## src/rtl/fop_pkg.sv

```systemverilog
package fop_pkg;

    typedef enum logic [1:0] {
        M_PRESET    = 2'd0,
        M_SERIAL    = 2'd1,
        M_PAR_PLAIN = 2'd2,
        M_PAR_ILV   = 2'd3
    } mode_e;

    typedef enum logic [2:0] {
        ST_RST     = 3'd0,
        ST_SER     = 3'd1,
        ST_SER_FIN = 3'd2,
        ST_PAR_Y   = 3'd3,
        ST_PAR_X   = 3'd4,
        ST_RUN     = 3'd5
    } state_e;

endpackage

```

## src/rtl/fop_mode_decode.sv

```systemverilog
module fop_mode_decode
    import fop_pkg::*;
#(
    parameter int OFS_W = 11
) (
    input  logic [2:0]       code,
    output mode_e            mode,
    output logic [OFS_W-1:0] preset
);
    always_comb begin
        mode   = M_PRESET;
        preset = '0;
        case (code)
            3'b111:  preset = OFS_W'(64);
            3'b110:  preset = OFS_W'(16);
            3'b101:  preset = OFS_W'(8);
            3'b011:  preset = OFS_W'(256);
            3'b001:  preset = OFS_W'(1024);
            3'b010:  mode   = M_SERIAL;
            3'b100:  mode   = M_PAR_PLAIN;
            default: mode   = M_PAR_ILV;
        endcase
    end
endmodule

```

## src/rtl/fop_word_extract.sv

```systemverilog
module fop_word_extract #(
    parameter int OFS_W = 11
) (
    input  logic [OFS_W:0]   word,
    input  logic             ilv,
    output logic [OFS_W-1:0] ofs
);
    logic [OFS_W-1:0] plain_ofs;
    logic [OFS_W-1:0] ilv_ofs;

    assign plain_ofs = word[OFS_W-1:0];
    assign ilv_ofs   = {word[OFS_W:9], word[7:0]};
    assign ofs       = ilv ? ilv_ofs : plain_ofs;
endmodule

```

## src/rtl/fop_serial_shift.sv

```systemverilog
module fop_serial_shift #(
    parameter int OFS_W = 11
) (
    input  logic               clk,
    input  logic               rst_n,
    input  logic               active,
    input  logic               sen_n,
    input  logic               sd,
    output logic               last_bit,
    output logic [2*OFS_W-1:0] word_nxt
);
    localparam int TOTAL = 2 * OFS_W;
    localparam int CNT_W = $clog2(TOTAL + 1);

    typedef struct packed {
        logic [TOTAL-1:0] sh;
        logic [CNT_W-1:0] cnt;
    } sreg_t;

    sreg_t s_q, s_d;
    logic  take;

    assign take     = active && !sen_n && (s_q.cnt < CNT_W'(TOTAL));
    assign word_nxt = {s_q.sh[TOTAL-2:0], sd};
    assign last_bit = take && (s_q.cnt == CNT_W'(TOTAL - 1));

    always_comb begin
        s_d = s_q;
        if (take) begin
            s_d.sh  = word_nxt;
            s_d.cnt = s_q.cnt + 1'b1;
        end
    end

    always_ff @(posedge clk or negedge rst_n) begin
        if (!rst_n) s_q <= '0;
        else        s_q <= s_d;
    end

    // the bit count never runs past the 2N offset bits
    a_r7_count_bound: assert property (@(posedge clk) disable iff (!rst_n)
        s_q.cnt <= CNT_W'(TOTAL));

endmodule

```

## src/rtl/fifo_offset_prog.sv

```systemverilog
module fifo_offset_prog
    import fop_pkg::*;
#(
    parameter int DEPTH  = 2048,
    parameter int DATA_W = 36
) (
    input  logic                      clk,
    input  logic                      rst_n,
    input  logic                      cfg_sel2,
    input  logic                      cfg_sel1_sen_n,
    input  logic                      cfg_sel0_sd,
    input  logic                      cs_n,
    input  logic                      wr_sel,
    input  logic                      wr_en,
    input  logic                      mbox_sel,
    input  logic [DATA_W-1:0]         wdata,
    output logic [$clog2(DEPTH)-1:0]  ofs_x,
    output logic [$clog2(DEPTH)-1:0]  ofs_y,
    output logic                      ready,
    output logic                      ram_we,
    output logic                      cfg_err
);
    localparam int OFS_W = $clog2(DEPTH);
    localparam logic [OFS_W-1:0] MAX_OFS = OFS_W'(DEPTH - 4);

    typedef struct packed {
        state_e           state;
        mode_e            mode;
        logic             ready;
        logic             err;
        logic [OFS_W-1:0] x;
        logic [OFS_W-1:0] y;
    } regs_t;

    regs_t              st_q, st_d;
    mode_e              dec_mode;
    logic [OFS_W-1:0]   preset_val;
    logic [OFS_W-1:0]   ext_ofs;
    logic               ser_last;
    logic [2*OFS_W-1:0] ser_word;
    logic               wr_qual;
    logic               unused_hi;

    assign unused_hi = ^wdata[DATA_W-1:OFS_W+1];

    function automatic logic legal(input logic [OFS_W-1:0] v);
        return (v != '0) && (v <= MAX_OFS);
    endfunction

    fop_mode_decode #(.OFS_W(OFS_W)) i_decode (
        .code   ({cfg_sel2, cfg_sel1_sen_n, cfg_sel0_sd}),
        .mode   (dec_mode),
        .preset (preset_val)
    );

    fop_word_extract #(.OFS_W(OFS_W)) i_extract (
        .word (wdata[OFS_W:0]),
        .ilv  (st_q.mode == M_PAR_ILV),
        .ofs  (ext_ofs)
    );

    fop_serial_shift #(.OFS_W(OFS_W)) i_shift (
        .clk      (clk),
        .rst_n    (rst_n),
        .active   (st_q.state == ST_SER),
        .sen_n    (cfg_sel1_sen_n),
        .sd       (cfg_sel0_sd),
        .last_bit (ser_last),
        .word_nxt (ser_word)
    );

    assign wr_qual = !cs_n && wr_sel && wr_en && !mbox_sel && st_q.ready;

    always_comb begin
        st_d = st_q;
        case (st_q.state)
            ST_RST: begin
                st_d.mode = dec_mode;
                case (dec_mode)
                    M_PRESET: begin
                        st_d.x     = preset_val;
                        st_d.y     = preset_val;
                        st_d.err   = st_q.err || !legal(preset_val);
                        st_d.ready = 1'b1;
                        st_d.state = ST_RUN;
                    end
                    M_SERIAL: st_d.state = ST_SER;
                    default: begin
                        st_d.ready = 1'b1;
                        st_d.state = ST_PAR_Y;
                    end
                endcase
            end
            ST_SER: begin
                if (ser_last) begin
                    st_d.y     = ser_word[2*OFS_W-1:OFS_W];
                    st_d.x     = ser_word[OFS_W-1:0];
                    st_d.err   = st_q.err || !legal(ser_word[2*OFS_W-1:OFS_W])
                                          || !legal(ser_word[OFS_W-1:0]);
                    st_d.state = ST_SER_FIN;
                end
            end
            ST_SER_FIN: begin
                st_d.ready = 1'b1;
                st_d.state = ST_RUN;
            end
            ST_PAR_Y: begin
                if (wr_qual) begin
                    st_d.y     = ext_ofs;
                    st_d.err   = st_q.err || !legal(ext_ofs);
                    st_d.state = ST_PAR_X;
                end
            end
            ST_PAR_X: begin
                if (wr_qual) begin
                    st_d.x     = ext_ofs;
                    st_d.err   = st_q.err || !legal(ext_ofs);
                    st_d.state = ST_RUN;
                end
            end
            default: ;
        endcase
    end

    always_ff @(posedge clk or negedge rst_n) begin
        if (!rst_n) begin
            st_q       <= '0;
            st_q.state <= ST_RST;
            st_q.mode  <= M_PRESET;
        end else begin
            st_q <= st_d;
        end
    end

    assign ofs_x   = st_q.x;
    assign ofs_y   = st_q.y;
    assign ready   = st_q.ready;
    assign cfg_err = st_q.err;
    assign ram_we  = wr_qual && (st_q.state == ST_RUN);

    // the latched mode never moves once sampled
    a_r1_mode_held: assert property (@(posedge clk) disable iff (!rst_n)
        (st_q.state != ST_RST) |=> $stable(st_q.mode));

    // presets fill both offsets with one value
    a_r2_preset_same: assert property (@(posedge clk) disable iff (!rst_n)
        (st_q.state == ST_RUN && st_q.mode == M_PRESET) |-> (ofs_x == ofs_y));

    // first offset write lands in Y, then X is awaited
    a_r4_y_first: assert property (@(posedge clk) disable iff (!rst_n)
        (st_q.state == ST_PAR_Y && wr_qual)
        |=> (st_q.state == ST_PAR_X && ofs_y == $past(ext_ofs)));

    // ready follows the serial completion by one edge
    a_r8_serial_ready: assert property (@(posedge clk) disable iff (!rst_n)
        (st_q.state == ST_SER_FIN) |=> ready);

    // error flag is sticky
    a_r9_err_sticky: assert property (@(posedge clk) disable iff (!rst_n)
        cfg_err |=> cfg_err);

endmodule

```

## config.mk

```make
export PLATFORM = sky130hd
export DESIGN_NAME = fifo_offset_prog
export DESIGN_NICKNAME = d
export VERILOG_FILES = /design/src/rtl/fop_pkg.sv /design/src/rtl/fop_mode_decode.sv /design/src/rtl/fop_word_extract.sv /design/src/rtl/fop_serial_shift.sv /design/src/rtl/fifo_offset_prog.sv
export SDC_FILE = /design/constraint.sdc
export NUM_CORES = 1
export LEC_CHECK = 0
export ABC_AREA = 1
export BUFFER_PORTS_ARGS = -buffer_cell sky130_fd_sc_hd__buf_2
export CORE_MARGIN = 2
export CORE_UTILIZATION = 35
export CTS_BUF_LIST = sky130_fd_sc_hd__clkbuf_4
export CTS_CLUSTER_DIAMETER = 200
export DETAILED_ROUTE_END_ITERATION = 8
export PLACE_DENSITY = 0.61
export SLEW_MARGIN = 20
export SYNTH_ARGS = -nofsm -noshare
export SYNTH_HDL_FRONTEND = slang
export SYNTH_HIERARCHICAL = 1
export SYNTH_SLANG_ARGS = --single-unit
```

## constraint.sdc

```tcl
create_clock -name clk -period 3.2 [get_ports clk]
set_input_delay 0.48 -clock clk [delete_from_list [all_inputs] [get_ports clk]]
set_output_delay 0.48 -clock clk [all_outputs]
set_load 0.03 [all_outputs]
```

Word level (Yosys, flattened, before mapping) --
Cells that the tools add are included.
Word-level totals: bits in registers 55, input port bits 45
Operators by class: $add $sub $neg 1, $lt $le $gt $ge 5, equal/unequal tests 20, multiplexer cells 18, reductions and logical operators 40
Operator list (number):
- 11-bit one-hot mux with 3 select lines | 2
- 11-bit one-hot mux with 5 select lines | 1
- 23-bit 2-to-1 mux | 2
- 11-bit <= comparator, second input constant | 4
- 11-bit nonzero test | 4
- 11-bit 2-to-1 mux | 2
- 3-bit equality test, second input constant | 6
- 3-bit one-hot mux with 5 select lines | 1
- 3-bit by 2-bit equality test with 1-bit output, second input constant | 4
- 1-bit logical AND | 12
- 12-bit 2-to-1 mux | 1
- 4-bit AND reduction | 3
- 3-bit 2-to-1 mux | 3
- 2-bit != test, second input constant | 4
- 1-bit logical NOT | 7
- 3-bit by 1-bit equality test with 1-bit output, second input constant | 2
- 2-bit one-hot mux with 3 select lines | 1
- 3-bit one-hot mux with 2 select lines | 1
- 3-bit nonzero test | 2
- 5-bit by 1-bit adder with 5-bit output, second input constant | 1
- 5-bit equality test, second input constant | 1
- 5-bit < comparator, second input constant | 1
- 5-bit AND reduction | 1
- 5-bit nonzero test | 1
- other kinds (13) | 17

Logic depth before layout (Yosys ltp) --
Gate-level depths: netlist of run 1.
depth after elaboration 8, mapped depth 17, mapped depth without buffers 14

Modules after synthesis --
The synthesis of run 1 kept the hierarchy.
Modules (own cells, without submodules):
- fifo_offset_prog | instances 1, cells an instance 335, area an instance 2168.3 µm², seq. area each 725.7 µm²
- fop_serial_shift | instances 1, cells an instance 157, area an instance 1355.0 µm², seq. area each 650.6 µm²
- fop_word_extract | instances 1, cells an instance 18, area an instance 97.6 µm², seq. area each 0.0 µm²
- fop_mode_decode | instances 1, cells an instance 19, area an instance 93.8 µm², seq. area each 0.0 µm²

Least setup slack after synthesis of run 1 --
No wires, ideal clock.
path type register -> register, from reg st_q[28] (netlist name), to reg st_q, in the netlist ofs_x[0], setup time 0.065 ns, data arrival time 2.213 ns, data required time 3.135 ns, path slack 0.922 ns, cell stages (with the launch flop) 18, path buffers 4, period minus slack after synthesis 2.278 ns, path through dfrtp_1 > inv_2 > nand2_1 > buf_6 > nor2_4 > buf_2 > nand2_1 > inv_2 > nand2_8 > buf_6 > nor2_1 > nor2_1 > inv_2 > nand2_1 > nor2_1 > buf_2 > nand2_1 > nand2_1
Between the ends: word-level cells in the longest chain between the ends 6
Ends and longest elaborated chain:
- from (decl) | RTL line fifo_offset_prog.sv:35 | regs_t st_q, st_d;
- from (signal assigned) | RTL line fifo_offset_prog.sv:131 | st_q <= st_d;
- 3-bit by 1-bit equality test with 1-bit output | RTL line fifo_offset_prog.sv:65 | .active (st_q.state == ST_SER),
- 1-bit logical AND (2 in series) | RTL line fop_serial_shift.sv:23 | assign take = active && !sen_n && (s_q.cnt < CNT_W'(TOTAL));
- 1-bit logical AND | RTL line fop_serial_shift.sv:25 | assign last_bit = take && (s_q.cnt == CNT_W'(TOTAL - 1));
- net ser_last | RTL line fifo_offset_prog.sv:39 | logic ser_last;
- 2-bit != test (no source line)
- 4-bit AND reduction (no source line)
The timed path passes the listed nets, and every way through them passes these cells. A chain may end at the register's enable or synchronous reset.

Final worst setup path of run 1 --
Ends and elaborated chain as after synthesis.

==> impl_results.md, run 1 <==
- Power share of the sequential group: 0.371
- Placeable Area: 0.0103 mm^2
- Initial antenna violation count: 0
- Chip height: 107 um
- Clk buf depth: 2
- Ant. Diodes: 0
- Cts hold-fix bufs: 0
- Area delta synth->final: -1.89%
- Pwr dens: 807 mW/mm^2
- Post-synth EDFFs: 0
- Crit path launch: st_q[28]
- Cell mode on critical path: nand2_1
- Least-Margin Pin Slew: a little over 0.8 ns
- Sw Share: 0.509
- Routed wire length: around 8700 um
- Startpoint Class: register
- Max-slew headroom: 0.453
- Die area: ~0.011 mm^2
- Fin. max-slew vios: 0
- Starting Density: 0.360
- Top Family by Delay on Critical Path: simple AND/OR/NAND/NOR gates
- HPWL Detailed: 6630 um
- Bufs and invs on worst path: 3
- Final period utilization: 0.841
- H-tree levels: 2
- Clock transition at the registers of the reported paths: ~0.14 ns
- Cell count after synthesis: ~530
- Yosys cell types: 34
- Sequential share of the synthesized area: 0.370
- Combinational Power Share: 0.530
- Final setup viols: 0
- Vias in the first global route: roughly 3,100
- Commonest cells after routing, fill and taps aside: 188 x nand2_1, 55 x dfrtp_1, 45 x nor2_1, 45 x buf_2, 37 x nand3_1
- PnR worst setup slack: 0.509 ns
- Clock share of power: 0.099
- Cell taking the most area after synthesis: dfrtp_1
- Largest net degree at the start of global routing: 33
- First-pass GRT wire length: around 15,000 um
- Largest cells by area after synthesis: dfrtp_1 37%, nand2_1 19%, buf_4 13%, nand3_1 5.0%, nor2_1 4.6%
- Fraction of layout instances using a drive strength above 1: 0.150
- P_int: about 0.0014 W
- Most common library cell in the layout ignoring fill and taps: nand2_1
- Synth Flop Type: dfrtp_1
- Fmax: approximately 0.37 GHz
- RSZ-0062 raised after global routing: no
- DR vias/cell: approximately 4.8
- Syn avg cell area: between 7 and 8 um^2
- Period minus WS final: between 2 and 3 ns
- Share of the synthesized area in the top cell type: 0.370
- Vias after detailed routing: about 3,100
- CP arrival: roughly 3.0 ns
- Max_cap viols: 0
- Final Hold Viols: 0
- CP Capture Type: register
- GRT overflow: 0
- Floorplan row count: 37
- Max rail drop VDD: approximately 0.36 mV
- Data required, critical path: about 3.5 ns
- CP Cell Sequence: inv_2 > nand2_1 > nor2_4 > nand2_1 > inv_2 > nand2_8 > nor2_1 > nor2_1 > inv_2 > nand2_1 > nor2_2 > nand2_1 > nand2_1
- HP Class: input pin to async pin
- Status: finished clean
- Per-cell routed wire length: 13.4 um
- CTS tree: done
- RePlAce Congestion: 0.889
- Slowest stage delay, CP: roughly 0.5 ns
- DRC Markers: 0
- #FFs+latches synth: 55
- Clock skew: between 0.007 and 0.008 ns
- Fin nets: about 560
- Num CTS Buffers: 5
- CP max FO: 27
- Final ANT Viol Nets: 0
- Psw: around 0.0015 W
- Pleak: 1.92 nW
- Async SR Flop Fraction: 1.00
- Num Clock Sinks: 55
- CTS root buffer: clkbuf_4
- Tot GR Track Use: 0.162
- Ports: 70
- I/O Buffers: 45
- Pre-CTS setup slack: between 0.3 and 0.4 ns
- Crit Path Category: register to register
- CP max stage cell: dfrtp_1
- DR iter-0 viols: 191
- Die width: between 100 and 150 um
- Filler cell count: 1,118
- DR pass1 iterations: 5
- Cell area after synthesis: 0.00371 mm^2
- Clk Latency, worst-skew pair: 0.37 ns
- Fin Setup TNS: 0 ns
- Origin of the critical flop-to-flop path: st_q[28]
- Syn. warnings: 6
-- cells in the mapped netlist (all sizes together) (2+ instances only) --
cell	count
a21oi	14
nor3	3
dfrtp	55
ha	2
or2	2
buf	74
inv	39
nand3b	3
o22ai	4
nand2	193
nor2	51
o221ai	4
o21ai	30
mux2	2
o211ai	4
nand4	6
nand3	37
-- area by class of cell --
type                       instances  area [um^2]  area share
multi-input combinational        365         1660       0.455
inverter                          39          146      0.0402
sequential                        55         1380       0.378
tap                              136          170      0.0467
timing repair buffer              48          248      0.0680
clock buffer                       6         45.0      0.0124
-- registers in the layout, indices dropped and copies added (netlist names) --
| signal | cells |
|---|---|
| ofs_x | 11 |
| i_shift/word_nxt | 21 |
| st_q | 5 |
| ready | 1 |
| cfg_err | 1 |
| ofs_y | 11 |
| i_shift/s_q | 5 |
-- per-layer routing --
metal  up-vias  track usage  part of all wire
li1       1583            -                 -
met4         0       0.0501             0.014
met1      1460        0.211              0.47
met2        83        0.273              0.47
met3        10       0.0267             0.047
met5         -            0                 0
-- power groups by stage --
stage / registers (W) / logic, W / clock network (W)
2_1_floorplan: 0.00102 / 0.00151 / 0
3_3_place_gp: 0.00109 / 0.00154 / 0
3_5_place_dp: 0.00110 / 0.00156 / 0
4_1_cts: 0.00109 / 0.00156 / 0.000312
5_1_grt: 0.00112 / 0.00178 / 0.000334
6_report: 0.00109 / 0.00156 / 0.000290
-- through the flow --
stage	instances	instance area (um^2)	utilization	hold slack (ns)	power, W
finish	649	3640	0.353	0.0711	0.00294
global route	649	3640	0.353	0.0954	0.00323
CTS	649	3640	0.353	0.0751	0.00296
detailed placement	643	3600	0.348	0.455	0.00267
global placement	643	3600	0.348	0.462	0.00264
floorplan	534	3730	-	0.184	0.00253
-- repair_timing --
action / CTS / global route
buffers inserted: 0 / 0
resized for setup: 0 / 1
endpoints found under the setup margin: 0 / 9
-- cells by family (layout without fill, tap and decap cells) --
family	Yosys count	count (layout)	share of synthesized area
and+or+nand+nor	296	296	0.336
other	1	6	0.00101
AOI/OAI and AO/OA	58	58	0.0882
muxes	2	2	0.00606
buffers and inverters	114	93	0.189
adders and majority gates	2	2	0.00674
xor gates and xnor gates	1	1	0.00236
DFF	55	55	0.370
-- final timing paths --
| path | end | slack (ns) | cells past startpoint |
|---|---|---|---|
| min in group clk | i_shift/word_nxt[1] | 0.47 | 3 |
| worst max-delay path | ofs_x[0] | 0.51 | 13 |
| worst min-delay path | ofs_x[5] | 0.07 | 1 |
| max in group asynchronous | i_shift/word_nxt[13] | 2.29 | 2 |
| worst min register to register | cfg_err | 0.49 | 2 |
| worst max register to register | ofs_x[0] | 0.51 | 13 |
Power figures use the tool's default switching activity.
==> run 2: changes to the inputs <==
- ABC_AREA: 1 -> 0
- PLACE_DENSITY: 0.61 -> 0.62
- clock period: 3.2 -> 2.4 ns (I/O delays scaled with it)
==> run 2 against run 1 <==
  * Cell count decreased by 17%
  * Largest power group is now sequential cells
  * Clock power increased by 81%
  * Sequential share of layout area decreased by 2.8 points
  * Critical endpoint is now ofs_y[0]
  * Critical path type unchanged
==> impl_results.md, run 2 <==
- Status: finished clean
- Least-Margin Pin Slew: 0.639 ns (-0.178 ns)
- Area delta synth->final: 1.58%
- Clk buf depth: 2 (unchanged)
- Largest net degree at the start of global routing: 58 (+76%)
- Final Hold Viols: 0 (unchanged)
- Routed wire length: 8310 um (-4.5%)
- Cell count after synthesis: 409 (-23%)
- First-pass GRT wire length: 13,800 um (-7.1%)
- Fin Setup TNS: 0 ns (unchanged)
- GRT overflow: 0 (unchanged)
- Placeable Area: 0.0108 mm^2 (+4.5%)
- Cell taking the most area after synthesis: dfrtp_1
- Pleak: 1.80 nW (-6.1%)
- Max-slew headroom: 0.574 (+0.121)
- Num CTS Buffers: 5 (unchanged)
- Metal2 WL: 4000 um (-2.3%)
- Final setup viols: 0 (unchanged)
- P_int: 0.00200 W (+38%)
- Max rail drop VDD: 0.389 mV (+9.3%)
- RePlAce Congestion: 0.975 (+9.6%)
- Max Used Layer: met5
- Tot GR Track Use: 0.148 (-0.0139)
- HPWL Detailed: 6150 um (-7.2%)
- Async SR Flop Fraction: 1.00 (unchanged)
- Slowest stage delay, CP: 0.41 ns (-0.09 ns)
- RSZ-0062 raised after global routing: no
- DR pass1 iterations: 4 (-1)
- Fin nets: 445 (-21%)
- Yosys cell types: 50 (+47%)
- Share of the synthesized area in the top cell type: 0.356 (-0.0150)
- Ports: 70 (unchanged)
- CTS tree: done
- Cell area after synthesis: 0.00387 mm^2 (+4.2%)
- DR iter-0 viols: 182 (-4.7%)
- Count leader, synth: buf_4
- CP arrival: 2.61 ns (-0.40 ns)
- Combinational Power Share: 0.398 (-0.132)
- Per-cell routed wire length: 15.4 um (+15%)
- Post-DP Area: 0.00383 mm^2 (+6.5%)
- Bufs and invs on worst path: 0 (-3)
- Commonest cells after routing, fill and taps aside: 55 x dfrtp_1, 51 x nor2_1, 45 x buf_2, 41 x a21oi_1, 27 x mux2_4
- Fmax: 0.433 GHz (+17%)
- Final period utilization: 0.962 (+0.121)
- Sw Share: 0.382 (-0.126)
- CTS root buffer: clkbuf_4
- Syn. warnings: 6 (unchanged)
- Ant. Diodes: 0 (unchanged)
- HP Class: input pin to register
- Metal3 WL: 440 um (+8.6%)
- Clk Latency, worst-skew pair: 0.39 ns (+0.02 ns)
- Setup Buffers After CTS: 0 (unchanged)
- CP Capture Type: register
- #FFs+latches synth: 55 (unchanged)
- Starting Density: 0.359 (-0.00115)
- Die area: 0.0119 mm^2 (+4.0%)
- Initial antenna violation count: 1 (+1)
- Finished layout cell area: 0.00393 mm^2 (+7.9%)
- Sequential share of the synthesized area: 0.356 (-0.0150)
- Largest cells by area after synthesis: dfrtp_1 36%, buf_4 11%, mux2_4 10%, mux2_2 6.1%, a21oi_1 5.3%
- Clock share of power: 0.162 (+0.063)
- DRC Markers: 0 (unchanged)
- Power share of the sequential group: 0.440 (+0.069)
- Floorplan row count: 38 (+2.7%)
- Syn avg cell area: 9.47 um^2 (+35%)
- Placed Cells incl. Taps: 530 (-18%)
- Vias in the first global route: 2,820 (-10%)
- CP Cell Sequence: nand2b_4 > nor2_4 > and2b_2 > and3_4 > and4_1 > nand2b_1 > o22ai_2 > o21bai_4 > mux2_2
- Max_cap viols: 0 (unchanged)
- Most common library cell in the layout ignoring fill and taps: dfrtp_1
- Final ANT Viol Nets: 0 (unchanged)
- Fin. max-slew vios: 0 (unchanged)
- Vias after detailed routing: 2,840 (-9.4%)
- Clock transition at the registers of the reported paths: 0.16 ns (+0.02 ns)
- Fraction of layout instances using a drive strength above 1: 0.316 (+0.166)
- Period minus WS final: 2.31 ns (-0.383 ns)
- H-tree levels: 2 (unchanged)
- Post-synth EDFFs: 0 (unchanged)
- Chip height: 109 um (+2.0%)
- Top cells by count, synth: 58 x buf_4, 55 x dfrtp_1, 52 x nor2_1
- Startpoint Class: register
- CP max FO: 12 (-56%)
- I/O Buffers: 45 (unchanged)
- Worst Hold Margin: 0.333 ns (+0.261 ns)
- Crit Path Category: register to register
- Die width: 109 um (+2.0%)
- Num Clock Sinks: 55 (unchanged)
- Data required, critical path: 2.70 ns (-0.81 ns)
- Fin cells: 539 (-17%)
- Pwr dens: 822 mW/mm^2 (+1.9%)
- Final core occ: 0.364 (+0.0113)
- CP max stage cell: dfrtp_1
- Clock skew: 0.0217 ns (+0.0144 ns)
- Largest register FFs: 21 (unchanged)
- Synth Flop Type: dfrtp_1
- Top Family by Delay on Critical Path: simple AND/OR/NAND/NOR gates
- WL met1: 3710 um (-8.8%)
- DR vias/cell: 5.27 (+9.0%)
- Psw: 0.00124 W (-17%)
==> run 2: cell types whose count changed in the layout (fill, tap and decap cells not counted), moves of 19 or more <==
cell	delta
a21oi_1	+27
nand3_1	-28
mux2_2	+19
nand2_1	-171
mux2_4	+27
inv_1	-31
==> run 2: power by group through the flow <==
stage | Clock [W] | Combinational (W) | Sequential [W]
6_report | 0.000524 | 0.00129 | 0.00142
5_1_grt | 0.000580 | 0.00142 | 0.00146
4_1_cts | 0.000542 | 0.00129 | 0.00142
3_5_place_dp | 0 | 0.00128 | 0.00144
3_3_place_gp | 0 | 0.00125 | 0.00142
2_1_floorplan | 0 | 0.00133 | 0.00131
==> run 2: path summary, 6_finish.rpt <==
path                            slack, ns  cells past startpoint      from             end
worst max-delay path                 0.09                      9  st_q[28]        ofs_y[0]
worst min-delay path                 0.33                      3    wr_sel        st_q[26]
worst max register to register       0.09                      9  st_q[28]        ofs_y[0]
worst min register to register       0.50                      1     ready           ready
max in group asynchronous            1.30                      3     rst_n  i_shift/s_q[0]
min in group asynchronous            0.51                      2     rst_n        st_q[26]
==> run 2: routing by layer <==
metal | global-route usage | vias to the layer above
li1 | - | 1367
met1 | 0.191 | 1387
met2 | 0.248 | 69
met3 | 0.0287 | 15
met4 | 0.0479 | 2
met5 | 0 | -
==> run 2: kinds of logic (layout without fill, tap and decap cells) <==
| family | after synthesis | count (layout) | synth area share |
|---|---|---|---|
| simple gates | 121 | 121 | 0.154 |
| compound gates | 85 | 85 | 0.129 |
| buf+inv | 84 | 69 | 0.155 |
| mux | 59 | 59 | 0.194 |
| flops | 55 | 55 | 0.356 |
| fa+ha+maj | 2 | 2 | 0.00646 |
| xor+xnor | 2 | 2 | 0.00453 |
| other cells | 1 | 6 | 0.000969 |
==> run 2: through the flow <==
| stage | worst slack [ns] | total power [W] |
|---|---|---|
| global route | 0.00221 | 0.00346 |
| CTS | 0.0789 | 0.00325 |
| global placement | -0.114 | 0.00267 |
| finish | 0.0913 | 0.00323 |
| detailed placement | -0.147 | 0.00272 |
| floorplan | -0.160 | 0.00264 |
==> run 2: tightest hold or removal path, delay by kind of cell <==
family / cells / cell delay [ns]
compound gates: 2 / 0.22
buf+inv: 1 / 0.11
==> run 2: layout make-up <==
class | instances | area (um^2)
Sequential cell | 55 | 1380
Multi-Input combinational cell | 275 | 1950
Timing Repair Buffer | 59 | 345
Clock buffer | 5 | 37.5
Inverter | 2 | 7.51
Tap cell | 140 | 175
Clock inverter | 3 | 43.8
Fill cell | 1068 | 6860
==> run 2: timing repair <==
action,in CTS,in global routing
gates resized for setup,1,1
endpoints found under the setup margin,11,11
hold endpoints to repair,22,0
hold buffers,1,0
pin swaps,0,0
